[config.mk]
export PLATFORM = sky130hd
export DESIGN_NAME = wiper_i2c_slave
export DESIGN_NICKNAME = d
export VERILOG_FILES = /design/src/rtl/wiper_i2c_pkg.sv /design/src/rtl/i2c_bus_sync.sv /design/src/rtl/wiper_store.sv /design/src/rtl/wiper_i2c_slave.sv
export SDC_FILE = /design/constraint.sdc
export NUM_CORES = 1
export LEC_CHECK = 0
export CORE_MARGIN = 10
export CORE_UTILIZATION = 30
export DETAILED_ROUTE_END_ITERATION = 8
export MAX_ROUTING_LAYER = met4
export PLACE_DENSITY = 0.52
export SETUP_SLACK_MARGIN = 0.15
export SLEW_MARGIN = 20
export SYNTH_ARGS = -nofsm -noshare
export SYNTH_HDL_FRONTEND = slang
export SYNTH_SLANG_ARGS = --single-unit
export TNS_END_PERCENT = 30
[constraint.sdc]
create_clock -name clk_i -period 1.8 [get_ports clk_i]
set_input_delay 0.36 -clock clk_i [delete_from_list [all_inputs] [get_ports clk_i]]
set_output_delay 0.36 -clock clk_i [all_outputs]
set_load 0.03 [all_outputs]
[src/rtl/wiper_i2c_pkg.sv]
package wiper_i2c_pkg;
  localparam int BYTE_W = 8;
  localparam logic [5:0] ADDR_PREFIX = 6'b010110;
  localparam logic [BYTE_W-1:0] MID_CODE = 8'h80;
  localparam int INSTR_RST_BIT = 6;
  localparam int INSTR_SD_BIT = 5;

  typedef enum logic [3:0] {
    ST_IDLE, ST_ADDR, ST_ADDR_ACK, ST_INSTR, ST_INSTR_ACK,
    ST_WDATA, ST_WDATA_ACK, ST_RDATA, ST_RACK, ST_IGNORE
  } bus_state_e;
endpackage

[src/rtl/i2c_bus_sync.sv]
module i2c_bus_sync #(
  parameter int STAGES = 2
) (
  input  logic clk_i,
  input  logic rst_ni,
  input  logic scl_i,
  input  logic sda_i,
  output logic scl_o,
  output logic sda_o,
  output logic scl_rise_o,
  output logic scl_fall_o,
  output logic start_o,
  output logic stop_o
);
  logic [STAGES-1:0] scl_ff, sda_ff;
  logic scl_q, sda_q;

  generate
    if (STAGES == 1) begin : g_one
      always_ff @(posedge clk_i or negedge rst_ni) begin
        if (!rst_ni) begin
          scl_ff <= '1;
          sda_ff <= '1;
        end else begin
          scl_ff <= scl_i;
          sda_ff <= sda_i;
        end
      end
    end else begin : g_chain
      always_ff @(posedge clk_i or negedge rst_ni) begin
        if (!rst_ni) begin
          scl_ff <= '1;
          sda_ff <= '1;
        end else begin
          scl_ff <= {scl_ff[STAGES-2:0], scl_i};
          sda_ff <= {sda_ff[STAGES-2:0], sda_i};
        end
      end
    end
  endgenerate

  always_ff @(posedge clk_i or negedge rst_ni) begin
    if (!rst_ni) begin
      scl_q <= 1'b1;
      sda_q <= 1'b1;
    end else begin
      scl_q <= scl_ff[STAGES-1];
      sda_q <= sda_ff[STAGES-1];
    end
  end

  assign scl_o      = scl_ff[STAGES-1];
  assign sda_o      = sda_ff[STAGES-1];
  assign scl_rise_o = scl_o & ~scl_q;
  assign scl_fall_o = ~scl_o & scl_q;
  assign start_o    = scl_o & scl_q & sda_q & ~sda_o;
  assign stop_o     = scl_o & scl_q & ~sda_q & sda_o;
endmodule

[src/rtl/wiper_store.sv]
module wiper_store
  import wiper_i2c_pkg::*;
(
  input  logic              clk_i,
  input  logic              rst_ni,
  input  logic              mid_en_i,
  input  logic              wr_en_i,
  input  logic [BYTE_W-1:0] wr_code_i,
  input  logic              sd_wr_en_i,
  input  logic              sd_val_i,
  output logic [BYTE_W-1:0] wiper_o,
  output logic              shutdown_o
);
  always_ff @(posedge clk_i or negedge rst_ni) begin
    if (!rst_ni) begin
      wiper_o    <= MID_CODE;
      shutdown_o <= 1'b0;
    end else begin
      if (mid_en_i)     wiper_o <= MID_CODE;
      else if (wr_en_i) wiper_o <= wr_code_i;
      if (sd_wr_en_i)   shutdown_o <= sd_val_i;
    end
  end
endmodule

[src/rtl/wiper_i2c_slave.sv]
module wiper_i2c_slave
  import wiper_i2c_pkg::*;
#(
  parameter int SYNC_STAGES = 2
) (
  input  logic              clk_i,
  input  logic              rst_ni,
  input  logic              scl_i,
  input  logic              sda_i,
  input  logic              addr_strap_i,
  output logic              sda_pull_low_o,
  output logic [BYTE_W-1:0] wiper_o,
  output logic              shutdown_o
);
  localparam int CNT_W = $clog2(BYTE_W);
  localparam logic [CNT_W-1:0] LAST_BIT = CNT_W'(BYTE_W - 1);

  logic scl_s, sda_s, scl_rise, scl_fall, start_det, stop_det;
  bus_state_e state_q;
  logic [CNT_W-1:0] cnt_q;
  logic [BYTE_W-1:0] shift_q, byte_in;
  logic rw_q, ack_on_q, rs_q, nack_q;
  logic byte_end, instr_done, data_done, addr_hit;

  i2c_bus_sync #(.STAGES(SYNC_STAGES)) u_sync (
    .clk_i, .rst_ni, .scl_i, .sda_i,
    .scl_o(scl_s), .sda_o(sda_s), .scl_rise_o(scl_rise),
    .scl_fall_o(scl_fall), .start_o(start_det), .stop_o(stop_det)
  );

  assign byte_in    = {shift_q[BYTE_W-2:0], sda_s};
  assign byte_end   = scl_rise && (cnt_q == LAST_BIT) && !start_det && !stop_det;
  assign instr_done = byte_end && (state_q == ST_INSTR);
  assign data_done  = byte_end && (state_q == ST_WDATA);
  assign addr_hit   = shift_q[6:0] == {ADDR_PREFIX, addr_strap_i};

  wiper_store u_store (
    .clk_i, .rst_ni,
    .mid_en_i  ((instr_done && byte_in[INSTR_RST_BIT]) || (data_done && rs_q)),
    .wr_en_i   (data_done && !rs_q),
    .wr_code_i (byte_in),
    .sd_wr_en_i(instr_done),
    .sd_val_i  (byte_in[INSTR_SD_BIT]),
    .wiper_o,
    .shutdown_o
  );

  always_ff @(posedge clk_i or negedge rst_ni) begin
    if (!rst_ni) begin
      state_q  <= ST_IDLE;
      cnt_q    <= '0;
      shift_q  <= '0;
      rw_q     <= 1'b0;
      ack_on_q <= 1'b0;
      rs_q     <= 1'b0;
      nack_q   <= 1'b0;
    end else if (start_det) begin
      state_q  <= ST_ADDR;
      cnt_q    <= '0;
      ack_on_q <= 1'b0;
    end else if (stop_det) begin
      state_q  <= ST_IDLE;
      ack_on_q <= 1'b0;
    end else begin
      unique case (state_q)
        ST_ADDR, ST_INSTR, ST_WDATA: if (scl_rise) begin
          shift_q <= byte_in;
          cnt_q   <= cnt_q + 1'b1;
          if (cnt_q == LAST_BIT) begin
            if (state_q == ST_ADDR) begin
              rw_q    <= sda_s;
              state_q <= addr_hit ? ST_ADDR_ACK : ST_IGNORE;
            end else if (state_q == ST_INSTR) begin
              rs_q    <= byte_in[INSTR_RST_BIT];
              state_q <= ST_INSTR_ACK;
            end else begin
              state_q <= ST_WDATA_ACK;
            end
          end
        end
        ST_ADDR_ACK, ST_INSTR_ACK, ST_WDATA_ACK: if (scl_fall) begin
          // first fall drives the ack, second fall releases it
          if (!ack_on_q) ack_on_q <= 1'b1;
          else begin
            ack_on_q <= 1'b0;
            cnt_q    <= '0;
            if (state_q == ST_ADDR_ACK && rw_q) begin
              state_q <= ST_RDATA;
              shift_q <= wiper_o;
            end else if (state_q == ST_ADDR_ACK) state_q <= ST_INSTR;
            else state_q <= ST_WDATA;
          end
        end
        ST_RDATA: if (scl_fall) begin
          shift_q <= {shift_q[BYTE_W-2:0], 1'b0};
          cnt_q   <= cnt_q + 1'b1;
          if (cnt_q == LAST_BIT) state_q <= ST_RACK;
        end
        ST_RACK: begin
          if (scl_rise) nack_q <= sda_s;
          if (scl_fall) begin
            cnt_q <= '0;
            if (nack_q) state_q <= ST_IGNORE;
            else begin
              state_q <= ST_RDATA;
              shift_q <= wiper_o;
            end
          end
        end
        default: ;
      endcase
    end
  end

  always_comb begin
    unique case (state_q)
      ST_ADDR_ACK, ST_INSTR_ACK, ST_WDATA_ACK: sda_pull_low_o = ack_on_q;
      ST_RDATA: sda_pull_low_o = ~shift_q[BYTE_W-1];
      default:  sda_pull_low_o = 1'b0;
    endcase
  end
endmodule

==> results of run 1 <==
-- cells in the mapped netlist, types with 2 or more instances --
| cell type | instances |
|---|---|
| nor3b_1 | 2 |
| and2b_1 | 2 |
| mux2i_1 | 8 |
| nor3_1 | 5 |
| nor2_2 | 2 |
| o22ai_1 | 2 |
| nand2_1 | 16 |
| nand2b_1 | 2 |
| nor2_1 | 3 |
| o21a_1 | 2 |
| nand4b_1 | 2 |
| o21ai_0 | 5 |
| nand3_1 | 8 |
| a31oi_1 | 3 |
| inv_1 | 6 |
| nor2b_1 | 2 |
| mux2_2 | 16 |
| xnor2_1 | 2 |
| a22o_1 | 7 |
| dfstp_2 | 7 |
| ha_1 | 2 |
| o211ai_1 | 2 |
| a21oi_1 | 5 |
| buf_2 | 4 |
| buf_6 | 2 |
| dfrtp_1 | 27 |
-- critical path, stage by stage (launching register included) --
cell      delay (ns)
dfrtp_2         0.50
buf_6           0.15
o21a_1          0.21
a31oi_1         0.17
nand3_1         0.14
a21boi_2        0.26
mux2_2          0.37
-- cells in the final DEF (no fill, tap or decap), types with 3 or more instances in the layout --
cell type | Yosys | layout
a21oi_1 | 5 | 4
a22o_1 | 7 | 7
buf_4 | 1 | 37
buf_6 | 2 | 8
clkbuf_8 | 0 | 6
clkdlybuf4s50_1 | 0 | 4
dfrtp_1 | 27 | 24
dfrtp_2 | 0 | 3
dfstp_2 | 7 | 7
dlygate4sd2_1 | 0 | 9
inv_1 | 6 | 6
mux2_2 | 16 | 3
mux2_4 | 1 | 14
mux2i_1 | 8 | 7
nand2_1 | 16 | 14
nand3_1 | 8 | 7
nor2_1 | 3 | 3
nor3_2 | 1 | 4
o21ai_0 | 5 | 4
-- timing repair --
| action | in CTS | in global routing |
|---|---|---|
| hold buffers | 0 | 0 |
| endpoints found under the setup margin | 36 | 28 |
| pin swaps | 10 | 6 |
| gates resized for setup | 50 | 12 |
| setup buffers | 8 | 3 |
-- power by group through the flow --
| stage | clock network (W) | logic, W | registers, W |
|---|---|---|---|
| 3_3_place_gp | 0 | 0.00179 | 0.00109 |
| 4_1_cts | 0.000607 | 0.00215 | 0.00110 |
| 6_report | 0.000595 | 0.00233 | 0.00110 |
| 2_1_floorplan | 0 | 0.00117 | 0.00102 |
| 3_5_place_dp | 0 | 0.00179 | 0.00110 |
| 5_1_grt | 0.000636 | 0.00250 | 0.00113 |
-- metrics by stage --
stage               cell area (um2)  hold slack (ns)  TNS, ns  power (W)
floorplan                      1864          0.06441        0   0.002187
global placement               2327           0.3462   -1.536   0.002876
detailed placement             2327           0.3475   -1.497   0.002886
CTS                            2643           0.3577  -0.5169   0.003856
global route                   2715           0.3625   -1.707   0.004264
finish                         2715           0.3570  -0.7647   0.004029
-- worst max-delay path by stage --
stage,startpoint,end,slack (ns),cells past startpoint
3_5_place_dp,u_sync.scl_ff[1],shift_q[4],-0.12,6
5_1_grt,state_q[2],state_q[0],-0.16,6
4_1_cts,u_sync.scl_ff[1],state_q[0],-0.07,5
3_3_place_gp,u_sync.scl_ff[1],shift_q[4],-0.13,6
2_1_floorplan,state_q[2],shift_q[4],0.05,6
6_report,state_q[2],state_q[0],-0.12,6
-- cell type report --
class                   count  area [um2]
fillers                   584        3241
multi-input cells         118        1110
flip-flops and latches     34       863.3
repair buffers             60       526.8
well taps                  75       93.84
clock buffers               6       82.58
inverters                   7       26.28
clock inverters             2       12.51
-- routing by layer --
layer / track usage [%] / share of wire (%) / routed length, um / vias to the layer above
met4: 3.749 / 1.6 / 82 / 0
met1: 12.24 / 45 / 2265 / 791
met5: - / 0 / 0 / -
met3: 2.584 / 3.4 / 169 / 11
li1: - / - / - / 726
met2: 16.59 / 50 / 2472 / 46
-- state kept, by name, summed over array words and instances (netlist names) --
| name | count |
|---|---|
| shift_q | 8 |
| u_store.wiper_o | 8 |
| state_q | 4 |
| cnt_q | 3 |
| u_sync.scl_ff | 2 |
| u_sync.sda_ff | 2 |
| ack_on_q | 1 |
| nack_q | 1 |
| rs_q | 1 |
| rw_q | 1 |
| u_store.shutdown_o | 1 |
| u_sync.scl_q | 1 |
| u_sync.sda_q | 1 |
-- cell families after synthesis --
kind of cell	share of synthesized area, %
adder cells (fa/ha/maj)	1.959
flip-flops	46.42
multiplexers	14.86
AO/OA/AOI/OAI	15.34
buffers and inverters	4.324
AND/OR/NAND/NOR	15.68
XOR/XNOR	1.419
==> reports/metrics.csv, run 1 <==
metric,value,unit
status,"finished, violations left",
violations,setup timing,
drt_iter0_drc,39,
r2r_start,state_q[2],
hold_start,u_sync.sda_ff[0],
grt_util_all_layers,10.34,%
die_area,9715,um2
synth-main-ff-cell,dfrtp_1,
required,1.96,ns
setup_viol,13,
die-width,98.57,um
hpwl,3345,um
max_cap_viol_count,0,
cts_buffers,5,
grt_overflow,0,
p_leak,1.283,nW
area_growth,46.62,%
synth_top_cell_area_share,36.49,%
drc_errors,0,
routedWlPerCell,16.52,um
first_pass_iters,4,
dp_cells,283,
initial_core_util,31.09,%
synth_edf_count,0,
period_share,106.4,%
antenna_found_initial,0,
fp.dieH,98.57,um
syn_area,1852,um2
grt_pass1_wl,8238,um
cp-start-kind,register,
ff2ff_path_depth,6,
cts_tree,built,
htreeDepth,2,
max_clock_freq,522.0,MHz
synth_cell_types,49,
finalNonFillerCells,302,
async_flop_share,100.0,%
dp_slack,-0.1242,ns
path_class,register to register,
routed_wl,4990,um
clock_skew,0.01288,ns
clk_pin_slew,0.08,ns
cp.arrival,2.08,ns
drv_slew,0,
rows,28,
internal_power,0.002493,W
hold_viol_final,0,
worstHoldPathType,register to register,
clk_latency,0.29,ns
root_buffer,clkbuf_8,
yosysWarnings,0,
hold_end,u_sync.sda_ff[1],
fin_crit,1.916,ns
antenna_cells,0,
clk_path_buf_depth,2,
routabilityCongestion,0.9330,
vdd_drop_max,0.5366,mV
final_nets,233,
design.core.area,5956,um2
grt_max_degree,35,
synthCells,167,
syn-num-nets,174,
post-synth-top-area-cell,dfrtp_1,
vias,1574,
pwr-share-clk,14.8,%
ys_seq_area_share,46.42,%
grt_pass1_vias,1701,
drive_gt1_share,48.90,%
syn_area_per_cell,11.09,um2
powerDensity,1484,nW/um2
ant_nets,0,
regToRegSetupSlack,-0.12,ns
p_switching,0.001536,W
vias_per_cell,5.212,
utilization,45.59,%
rsz0062_at_grt,true,
hold_depth,0,
p_comb_share,57.9,%
critPathCaptureType,register,
io_buffers,14,
swShare,38.13,%
crit_fanout,7,
clock-sinks,34,
timing.rr.end,state_q[0],
io_pins,15,
synth_seq_cells,34,
slew_headroom,69.52,%
seq_power_share,27.3,%
synth.area.top_cells,"dfrtp_1, dfstp_2, mux2_2",
worst_pin_slew,0.4509,ns
setup_ws,-0.1158,ns
Power figures use the tool's default switching activity.
==> inputs of run 2 (changes only) <==
--- a/config.mk
+++ b/config.mk
@@ -7,6 +7,7 @@
 export LEC_CHECK = 0
 export CORE_MARGIN = 10
 export CORE_UTILIZATION = 30
+export CTS_BUF_LIST = sky130_fd_sc_hd__clkbuf_4 sky130_fd_sc_hd__clkbuf_8 sky130_fd_sc_hd__clkbuf_16
 export DETAILED_ROUTE_END_ITERATION = 8
 export MAX_ROUTING_LAYER = met4
 export PLACE_DENSITY = 0.52
==> results of run 2 <==
Final layout, timing and power as in run 1 (identical DEF).
